## src/rtl/spicfg_pkg.sv

```systemverilog
package spicfg_pkg;

  localparam int ADDR_W = 13;

  localparam logic [ADDR_W-1:0] A_PORTCFG   = 13'h000;
  localparam logic [ADDR_W-1:0] A_BURSTEND  = 13'h002;
  localparam logic [ADDR_W-1:0] A_CHIPID    = 13'h008;
  localparam logic [ADDR_W-1:0] A_CHIPREV   = 13'h009;
  localparam logic [ADDR_W-1:0] A_DEVSEL    = 13'h010;
  localparam logic [ADDR_W-1:0] A_TRIM_BASE = 13'h020;

  localparam logic [7:0] SEL_ERR_CODE = 8'hAD;

  typedef enum logic {
    PH_CMD  = 1'b0,
    PH_DATA = 1'b1
  } phase_e;

  function automatic logic [ADDR_W-1:0] step_addr(input logic [ADDR_W-1:0] a,
                                                  input logic down);
    return down ? a - 13'd1 : a + 13'd1;
  endfunction

endpackage

```

## src/rtl/spicfg_pin_sync.sv

```systemverilog
module spicfg_pin_sync #(
  parameter int SYNC_STAGES = 2
) (
  input  logic clk,
  input  logic rst_n,
  input  logic csb_pin,
  input  logic sclk_pin,
  input  logic sdi_pin,
  output logic csb_s,
  output logic sdi_s,
  output logic sclk_rise,
  output logic sclk_fall,
  output logic csb_rise,
  output logic csb_fall
);

  // bit 2 = chip select, bit 1 = serial clock, bit 0 = data
  localparam logic [2:0] IDLE_VAL = 3'b100;

  logic [SYNC_STAGES-1:0][2:0] pipe;
  logic [2:0] last;
  logic       sclk_d, csb_d;

  always_ff @(posedge clk or negedge rst_n) begin
    if (!rst_n) begin
      pipe <= {SYNC_STAGES{IDLE_VAL}};
    end else begin
      pipe[0] <= {csb_pin, sclk_pin, sdi_pin};
      for (int s = 1; s < SYNC_STAGES; s++) pipe[s] <= pipe[s-1];
    end
  end

  assign last = pipe[SYNC_STAGES-1];

  always_ff @(posedge clk or negedge rst_n) begin
    if (!rst_n) begin
      sclk_d <= 1'b0;
      csb_d  <= 1'b1;
    end else begin
      sclk_d <= last[1];
      csb_d  <= last[2];
    end
  end

  assign csb_s     = last[2];
  assign sdi_s     = last[0];
  assign sclk_rise =  last[1] & ~sclk_d & ~last[2];
  assign sclk_fall = ~last[1] &  sclk_d & ~last[2];
  assign csb_rise  =  last[2] & ~csb_d;
  assign csb_fall  = ~last[2] &  csb_d;

endmodule

```

## src/rtl/spicfg_regs.sv

```systemverilog
module spicfg_regs
  import spicfg_pkg::*;
#(
  parameter int         NUM_TRIM   = 4,
  parameter logic [7:0] TRIM_RESET = 8'h80,
  parameter logic [7:0] CHIP_ID    = 8'h5A,
  parameter logic [7:0] CHIP_REV   = 8'h03
) (
  input  logic                  clk,
  input  logic                  rst_n,
  input  logic                  wr_en,
  input  logic [ADDR_W-1:0]     wr_addr,
  input  logic [7:0]            wr_data,
  input  logic [ADDR_W-1:0]     rd_addr,
  output logic [7:0]            rd_data,
  output logic                  lsb_first,
  output logic [7:0]            burst_end,
  output logic [NUM_TRIM*8-1:0] trim_values
);

  logic       out_act, lsb_q, sel_q;
  logic [7:0] bend_q;
  logic       soft_rst;

  assign soft_rst = wr_en && (wr_addr == A_PORTCFG) && wr_data[5];

  always_ff @(posedge clk or negedge rst_n) begin
    if (!rst_n) begin
      out_act <= 1'b0;
      lsb_q   <= 1'b0;
      sel_q   <= 1'b0;
      bend_q  <= 8'h00;
    end else if (soft_rst) begin
      out_act <= 1'b0;
      lsb_q   <= 1'b0;
      sel_q   <= 1'b0;
      bend_q  <= 8'h00;
    end else if (wr_en) begin
      case (wr_addr)
        A_PORTCFG:  {out_act, lsb_q} <= wr_data[7:6];
        A_BURSTEND: bend_q <= wr_data;
        A_DEVSEL:   sel_q  <= wr_data[0];
        default: ;
      endcase
    end
  end

  for (genvar g = 0; g < NUM_TRIM; g++) begin : g_trim
    localparam logic [ADDR_W-1:0] MY_ADDR = A_TRIM_BASE + 13'(g);
    logic [7:0] q;
    always_ff @(posedge clk or negedge rst_n) begin
      if (!rst_n)                                    q <= TRIM_RESET;
      else if (soft_rst)                             q <= TRIM_RESET;
      else if (wr_en && sel_q && wr_addr == MY_ADDR) q <= wr_data;
    end
    assign trim_values[g*8 +: 8] = q;
  end

  always_comb begin
    rd_data = 8'h00;
    case (rd_addr)
      A_PORTCFG:  rd_data = {out_act, lsb_q, 1'b0, 1'b1, 1'b1, 1'b0, lsb_q, out_act};
      A_BURSTEND: rd_data = bend_q;
      A_CHIPID:   rd_data = CHIP_ID;
      A_CHIPREV:  rd_data = CHIP_REV;
      A_DEVSEL:   rd_data = {7'd0, sel_q};
      default: begin
        for (int g = 0; g < NUM_TRIM; g++) begin
          if (rd_addr == A_TRIM_BASE + 13'(g))
            rd_data = sel_q ? trim_values[g*8 +: 8] : SEL_ERR_CODE;
        end
      end
    endcase
  end

  assign lsb_first = lsb_q;
  assign burst_end = bend_q;

  assert_soft_reset_R8: assert property (@(posedge clk) disable iff (!rst_n)
    (wr_en && wr_addr == A_PORTCFG && wr_data[5]) |=>
      (!lsb_q && !out_act && !sel_q && bend_q == 8'h00 &&
       trim_values == {NUM_TRIM{TRIM_RESET}}));

  assert_trim_gated_R10: assert property (@(posedge clk) disable iff (!rst_n)
    (wr_en && !sel_q && wr_addr != A_PORTCFG) |=> $stable(trim_values));

endmodule

```

## src/rtl/spicfg_frame.sv

```systemverilog
module spicfg_frame
  import spicfg_pkg::*;
(
  input  logic              clk,
  input  logic              rst_n,
  input  logic              csb_s,
  input  logic              sdi_s,
  input  logic              sclk_rise,
  input  logic              sclk_fall,
  input  logic              csb_rise,
  input  logic              csb_fall,
  input  logic              lsb_first,
  input  logic [7:0]        burst_end,
  input  logic [7:0]        rd_data,
  output logic [ADDR_W-1:0] rd_addr,
  output logic              wr_en,
  output logic [ADDR_W-1:0] wr_addr,
  output logic [7:0]        wr_data,
  output logic              sdo,
  output logic              sdo_oe
);

  phase_e            phase;
  logic [3:0]        bitcnt;
  logic [15:0]       shreg, nxt_sh;
  logic              is_read;
  logic [1:0]        code;
  logic [ADDR_W-1:0] addr, step;
  logic [1:0]        nbytes;
  logic              streamed;
  logic [7:0]        tx_byte, rx_byte;
  logic              sdo_q;
  logic              xfer_end, byte_done;
  logic [2:0]        bsel;

  assign nxt_sh    = lsb_first ? {sdi_s, shreg[15:1]} : {shreg[14:0], sdi_s};
  assign rx_byte   = lsb_first ? nxt_sh[15:8] : nxt_sh[7:0];
  assign step      = step_addr(addr, lsb_first);
  assign xfer_end  = (code == 2'b11) ? (addr == {5'd0, burst_end}) : (nbytes == code);
  assign rd_addr   = (phase == PH_CMD) ? nxt_sh[12:0] : step;
  assign bsel      = lsb_first ? bitcnt[2:0] : ~bitcnt[2:0];
  assign byte_done = sclk_rise && phase == PH_DATA && bitcnt == 4'd7;

  always_ff @(posedge clk or negedge rst_n) begin
    if (!rst_n) begin
      phase    <= PH_CMD;
      bitcnt   <= 4'd0;
      shreg    <= 16'd0;
      is_read  <= 1'b0;
      code     <= 2'b00;
      addr     <= '0;
      nbytes   <= 2'd0;
      streamed <= 1'b0;
      tx_byte  <= 8'd0;
      wr_en    <= 1'b0;
      wr_addr  <= '0;
      wr_data  <= 8'd0;
    end else begin
      wr_en <= 1'b0;
      if (csb_rise) begin
        if (bitcnt[2:0] != 3'd0 || (phase == PH_DATA && code == 2'b11 && streamed)) begin
          phase  <= PH_CMD;
          bitcnt <= 4'd0;
        end
      end else if (sclk_rise) begin
        shreg <= nxt_sh;
        if (phase == PH_CMD) begin
          if (bitcnt == 4'd15) begin
            phase    <= PH_DATA;
            bitcnt   <= 4'd0;
            is_read  <= nxt_sh[15];
            code     <= nxt_sh[14:13];
            addr     <= nxt_sh[12:0];
            nbytes   <= 2'd0;
            streamed <= 1'b0;
            tx_byte  <= rd_data;
          end else begin
            bitcnt <= bitcnt + 4'd1;
          end
        end else if (bitcnt == 4'd7) begin
          bitcnt   <= 4'd0;
          streamed <= 1'b1;
          if (!is_read) begin
            wr_en   <= 1'b1;
            wr_addr <= addr;
            wr_data <= rx_byte;
          end
          if (xfer_end) begin
            phase <= PH_CMD;
          end else begin
            addr    <= step;
            nbytes  <= nbytes + 2'd1;
            tx_byte <= rd_data;
          end
        end else begin
          bitcnt <= bitcnt + 4'd1;
        end
      end
    end
  end

  always_ff @(posedge clk or negedge rst_n) begin
    if (!rst_n)                     sdo_q <= 1'b0;
    else if (sclk_fall || csb_fall) sdo_q <= tx_byte[bsel];
  end

  assign sdo    = sdo_q;
  assign sdo_oe = !csb_s && phase == PH_DATA && is_read;

  assert_commit_after_edge_R13: assert property (@(posedge clk) disable iff (!rst_n)
    wr_en |-> $past(sclk_rise));

  assert_addr_step_R6: assert property (@(posedge clk) disable iff (!rst_n)
    (byte_done && !xfer_end) |=> addr == step_addr($past(addr), $past(lsb_first)));

  assert_abort_midbyte_R5: assert property (@(posedge clk) disable iff (!rst_n)
    (csb_rise && bitcnt[2:0] != 3'd0) |=> (phase == PH_CMD && bitcnt == 4'd0 && !wr_en));

  assert_sdo_on_fall_R7: assert property (@(posedge clk) disable iff (!rst_n)
    !$stable(sdo_q) |-> $past(sclk_fall || csb_fall));

endmodule

```

## src/rtl/spi_cfg_port.sv

```systemverilog
module spi_cfg_port
  import spicfg_pkg::*;
#(
  parameter int         SYNC_STAGES = 2,
  parameter int         NUM_TRIM    = 4,
  parameter logic [7:0] TRIM_RESET  = 8'h80,
  parameter logic [7:0] CHIP_ID     = 8'h5A,
  parameter logic [7:0] CHIP_REV    = 8'h03
) (
  input  logic                  clk,
  input  logic                  rst_n,
  input  logic                  spi_csb,
  input  logic                  spi_sclk,
  input  logic                  spi_sdi,
  output logic                  spi_sdo,
  output logic                  spi_sdo_oe,
  output logic [NUM_TRIM*8-1:0] trim_values
);

  logic              csb_s, sdi_s, sclk_rise, sclk_fall, csb_rise, csb_fall;
  logic              lsb_first;
  logic [7:0]        burst_end, rd_data, wr_data;
  logic [ADDR_W-1:0] rd_addr, wr_addr;
  logic              wr_en;

  spicfg_pin_sync #(.SYNC_STAGES(SYNC_STAGES)) u_sync (
    .clk       (clk),
    .rst_n     (rst_n),
    .csb_pin   (spi_csb),
    .sclk_pin  (spi_sclk),
    .sdi_pin   (spi_sdi),
    .csb_s     (csb_s),
    .sdi_s     (sdi_s),
    .sclk_rise (sclk_rise),
    .sclk_fall (sclk_fall),
    .csb_rise  (csb_rise),
    .csb_fall  (csb_fall)
  );

  spicfg_frame u_frame (
    .clk       (clk),
    .rst_n     (rst_n),
    .csb_s     (csb_s),
    .sdi_s     (sdi_s),
    .sclk_rise (sclk_rise),
    .sclk_fall (sclk_fall),
    .csb_rise  (csb_rise),
    .csb_fall  (csb_fall),
    .lsb_first (lsb_first),
    .burst_end (burst_end),
    .rd_data   (rd_data),
    .rd_addr   (rd_addr),
    .wr_en     (wr_en),
    .wr_addr   (wr_addr),
    .wr_data   (wr_data),
    .sdo       (spi_sdo),
    .sdo_oe    (spi_sdo_oe)
  );

  spicfg_regs #(
    .NUM_TRIM   (NUM_TRIM),
    .TRIM_RESET (TRIM_RESET),
    .CHIP_ID    (CHIP_ID),
    .CHIP_REV   (CHIP_REV)
  ) u_regs (
    .clk         (clk),
    .rst_n       (rst_n),
    .wr_en       (wr_en),
    .wr_addr     (wr_addr),
    .wr_data     (wr_data),
    .rd_addr     (rd_addr),
    .rd_data     (rd_data),
    .lsb_first   (lsb_first),
    .burst_end   (burst_end),
    .trim_values (trim_values)
  );

endmodule

```

## config.mk

```make
export PLATFORM = sky130hd
export DESIGN_NAME = spi_cfg_port
export DESIGN_NICKNAME = d
export VERILOG_FILES = /design/src/rtl/spicfg_pkg.sv /design/src/rtl/spicfg_pin_sync.sv /design/src/rtl/spicfg_regs.sv /design/src/rtl/spicfg_frame.sv /design/src/rtl/spi_cfg_port.sv
export SDC_FILE = /design/constraint.sdc
export NUM_CORES = 1
export LEC_CHECK = 0
export BUFFER_PORTS_ARGS = -buffer_cell sky130_fd_sc_hd__buf_2
export CORE_ASPECT_RATIO = 2
export CORE_MARGIN = 1.5
export CORE_UTILIZATION = 56
export DETAILED_ROUTE_END_ITERATION = 8
export HOLD_SLACK_MARGIN = 0.06
export PLACE_DENSITY_LB_ADDON = 0.12
export SLEW_MARGIN = 30
export SYNTH_ARGS = -nofsm -noshare
export SYNTH_HDL_FRONTEND = slang
export SYNTH_SLANG_ARGS = --single-unit
```

## constraint.sdc

```tcl
create_clock -name clk -period 3.97 [get_ports clk]
set_input_delay 0 -clock clk [delete_from_list [all_inputs] [get_ports clk]]
set_output_delay 0 -clock clk [all_outputs]
set_load 0.005 [all_outputs]
```

==> summary.txt <==
switching share of total power - 0.284
Final ANT Viol Nets - 0
H-tree Lvls - 4
final core occ - 0.657
initial detailed-routing violation count - 295
Crit. End Element - flop
number of global-route vias before repair - 5969
Post-Route WL - 20200 microns
area taken by multi-input logic gates - 3500 sq um
flops & latches, synth - 122
filler instances - 1011
Layout area overhead - 13.3%
Slew @ Worst Pin - 805 ps
clock tree sinks - 122
yosys warns - 0
top cell type by total area after synthesis - dfrtp_1
Distinct cells, synth - 76
Final min period - 3590 ps
fraction of layout cells with a size suffix above 1 - 0.169
Max FO, Critical Path - 15
number of synthesized flops with an enable pin - 0
Core Region - 11800 sq um
most common cell after layout, fill and taps aside - nand2_1
Avg WL per Cell - 21.8 microns
Detailed Routing Iterations Pass 1 - 5
Layout Nets - 788
Worst Path Arrival - 3920 ps
post-synthesis cell area - 6830 sq um
post-route design area - 7730 sq um
run status - complete, no violations
clock latency on the worst-skew pair - 420 ps
pwr dens - 422 nW/um^2
ranking of synthesized cells by area - dfrtp_1 (42%), mux2i_1 (9.1%), nand2_1 (7.4%), o21ai_0 (4.6%), nor2_1 (3.4%)
io pins - 39
Net Switching - 925 uW
IO buf count - 38
critical path's largest stage delay - 660 ps
required time of the critical path - 4290 ps
worst-path cell chain - inv_1 > fa_1 > nand2b_1 > a211oi_2 > o21ai_1 > xor2_1 > a32oi_1 > or4_4 > or3b_4 > a21boi_1 > o31ai_2
GRT overflow - 0
Fin Clk Skew - 11.6 ps
initial antenna violation count - 0
drt drc - 0
max-slew violations - 0
leak pwr - 0.00376 uW
final hold slack - 163 ps
Die Area - 12900 sq um
routed vias - 5722
Final setup violation count - 0
post-synth top area share - 0.422
CTS Buffer Depth - 2
RSZ-0062 raised after global routing - false
n_diodes - 0
Crit-path slowest cell - or4_4
share of the yosys chip area belonging to registers - 0.448
Die X-Extent - 81.1 microns
Peak VDD IR - 0.000393 V
final period utilization - 0.905
FFs w/ async S/R, synth - 1.00
max-cap viol count - 0
Num CTS Buffers - 17
CTS tree - yes
Placed Area - 7120 sq um
Setup crit start kind - flop
setup TNS - 0 ps
Mapped Cells - 729
Sequential Area - 3060 sq um
internal power - 2340 uW
Worst slew margin - 0.460
Achievable Freq - 278 MHz
Hold Violations, Final - 0
Root Buffer - clkbuf_16
Clock power frac - 0.452
DP Wirelength - 15200 microns
Hold WC Path Type - in -> async
post-place setup slack - 230 ps
Die Ht - 159 microns
most frequent cells in the layout - nand2_1 (134), dfrtp_1 (114), o21ai_0 (63)
GP Congestion - 1.00
Syn Area/Cell - 9.36 sq um
WS Path Type - reg -> reg
Combinational Power Share - 0.139
pin count of the biggest net entering global routing - 74
share of power burned in registers - 0.409
vias per cell - 6.17
Starting Density - 0.580
Synth Flop Type - dfrtp_1
Worst-path clk slew - 60 ps
syn_nets - 748
GRT Total Usage - 0.333
setup ws final - 375 ps
first-pass GRT wire length - 31700 microns
row count - 56
## final timing paths
path | start | slack, ps | endpoint | cells past startpoint
worst max-delay path | u_regs.lsb_first | 380 | u_frame.tx_byte[4] | 11
worst min-delay path | rst_n | 160 | u_frame.bitcnt[0] | 2
worst max register to register | u_regs.lsb_first | 380 | u_frame.tx_byte[4] | 11
worst min register to register | u_sync.pipe[0] | 350 | u_sync.last[0] | 0
max in group asynchronous | rst_n | 2900 | u_regs.lsb_first | 3
min in group clk | spi_sdi | 220 | u_sync.pipe[0] | 2
## state kept, by name, indices dropped and copies added (netlist names), 2 cells and up
register,flops
u_frame.addr,13
u_frame.bitcnt,4
u_frame.code,2
u_frame.nbytes,2
u_frame.shreg,16
u_frame.tx_byte,8
u_frame.wr_addr,13
u_frame.wr_data,8
u_regs.burst_end,8
u_regs.g_trim.q,32
u_sync.last,3
u_sync.pipe,3
## power groups by stage
stage                     combinational [uW]  sequential (uW)  clock (uW)
after global routing                     493             1340        1540
after CTS                                438             1330        1480
after global placement                   430             1350           0
after detailed placement                 434             1350           0
after floorplan                          312             1330           0
final                                    453             1330        1470
## worst max-delay path, delay by kind of cell, from the launching register on
kind	cells	cell delay, ps
adder cells (fa/ha/maj)	1	460
AO/OA/AOI/OAI	5	870
XOR/XNOR	1	190
AND/OR/NAND/NOR	3	1290
flip-flops	1	550
buffers and inverters	1	130
## cell families (layout without fill, tap and decap cells)
logic type                 after synthesis  after routing  share of synthesized area
and+or+nand+nor                        270            270                      0.179
adders and majority gates               14             14                     0.0268
muxes                                   74             74                      0.112
xor gates and xnor gates                21             21                     0.0269
AOI/OAI and AO/OA                      173            173                      0.165
buffers and inverters                   55            108                     0.0411
DFF                                    122            122                      0.448
## stage by stage
stage          instances  total power, uW
6_report             927             3260
5_1_grt              927             3370
4_1_cts              927             3250
3_5_place_dp         891             1790
3_3_place_gp         891             1780
2_1_floorplan        729             1640
## per-layer routing
| metal | vias up | global-route usage | part of all wire |
|---|---|---|---|
| li1 | 2683 | - | - |
| met1 | 2789 | 0.337 | 0.36 |
| met2 | 173 | 0.593 | 0.53 |
| met3 | 77 | 0.0510 | 0.031 |
| met4 | 0 | 0.236 | 0.075 |
| met5 | - | 0 | 0 |
## repair_timing
action                                 CTS  global route
setup endpoints to repair                0             4
gates resized for setup                  0             2
hold buffers                             4             0
endpoints found under the hold margin   69             0
setup buffers                            0             0
## synth_stat cells (4+ instances only)
cell	number
nand2_1	134
dfrtp_1	115
o21ai_0	63
mux2i_1	62
nor2_1	61
a21oi_1	31
clkbuf_1	26
nor3_1	19
inv_1	15
ha_1	13
xnor2_1	12
mux2_2	10
a31oi_1	9
xor2_1	9
nand3_1	8
nand4_1	8
dfstp_2	7
o211ai_1	7
a211oi_1	6
a21o_1	6
o21ai_1	5
a211oi_2	4
and3_1	4
buf_6	4
clkbuf_8	4
nand2b_1	4
nor2b_1	4
or3_1	4
## area by class of cell
cell class / instances / share of cell area
Clock buffer: 21 / 0.0595
Sequential cell: 122 / 0.396
Multi-Input combinational cell: 552 / 0.453
Inverter: 17 / 0.00825
Timing Repair Buffer: 59 / 0.0471
Tap cell: 145 / 0.0235
Clock inverter: 11 / 0.0128
Power figures use the tool's default switching activity.
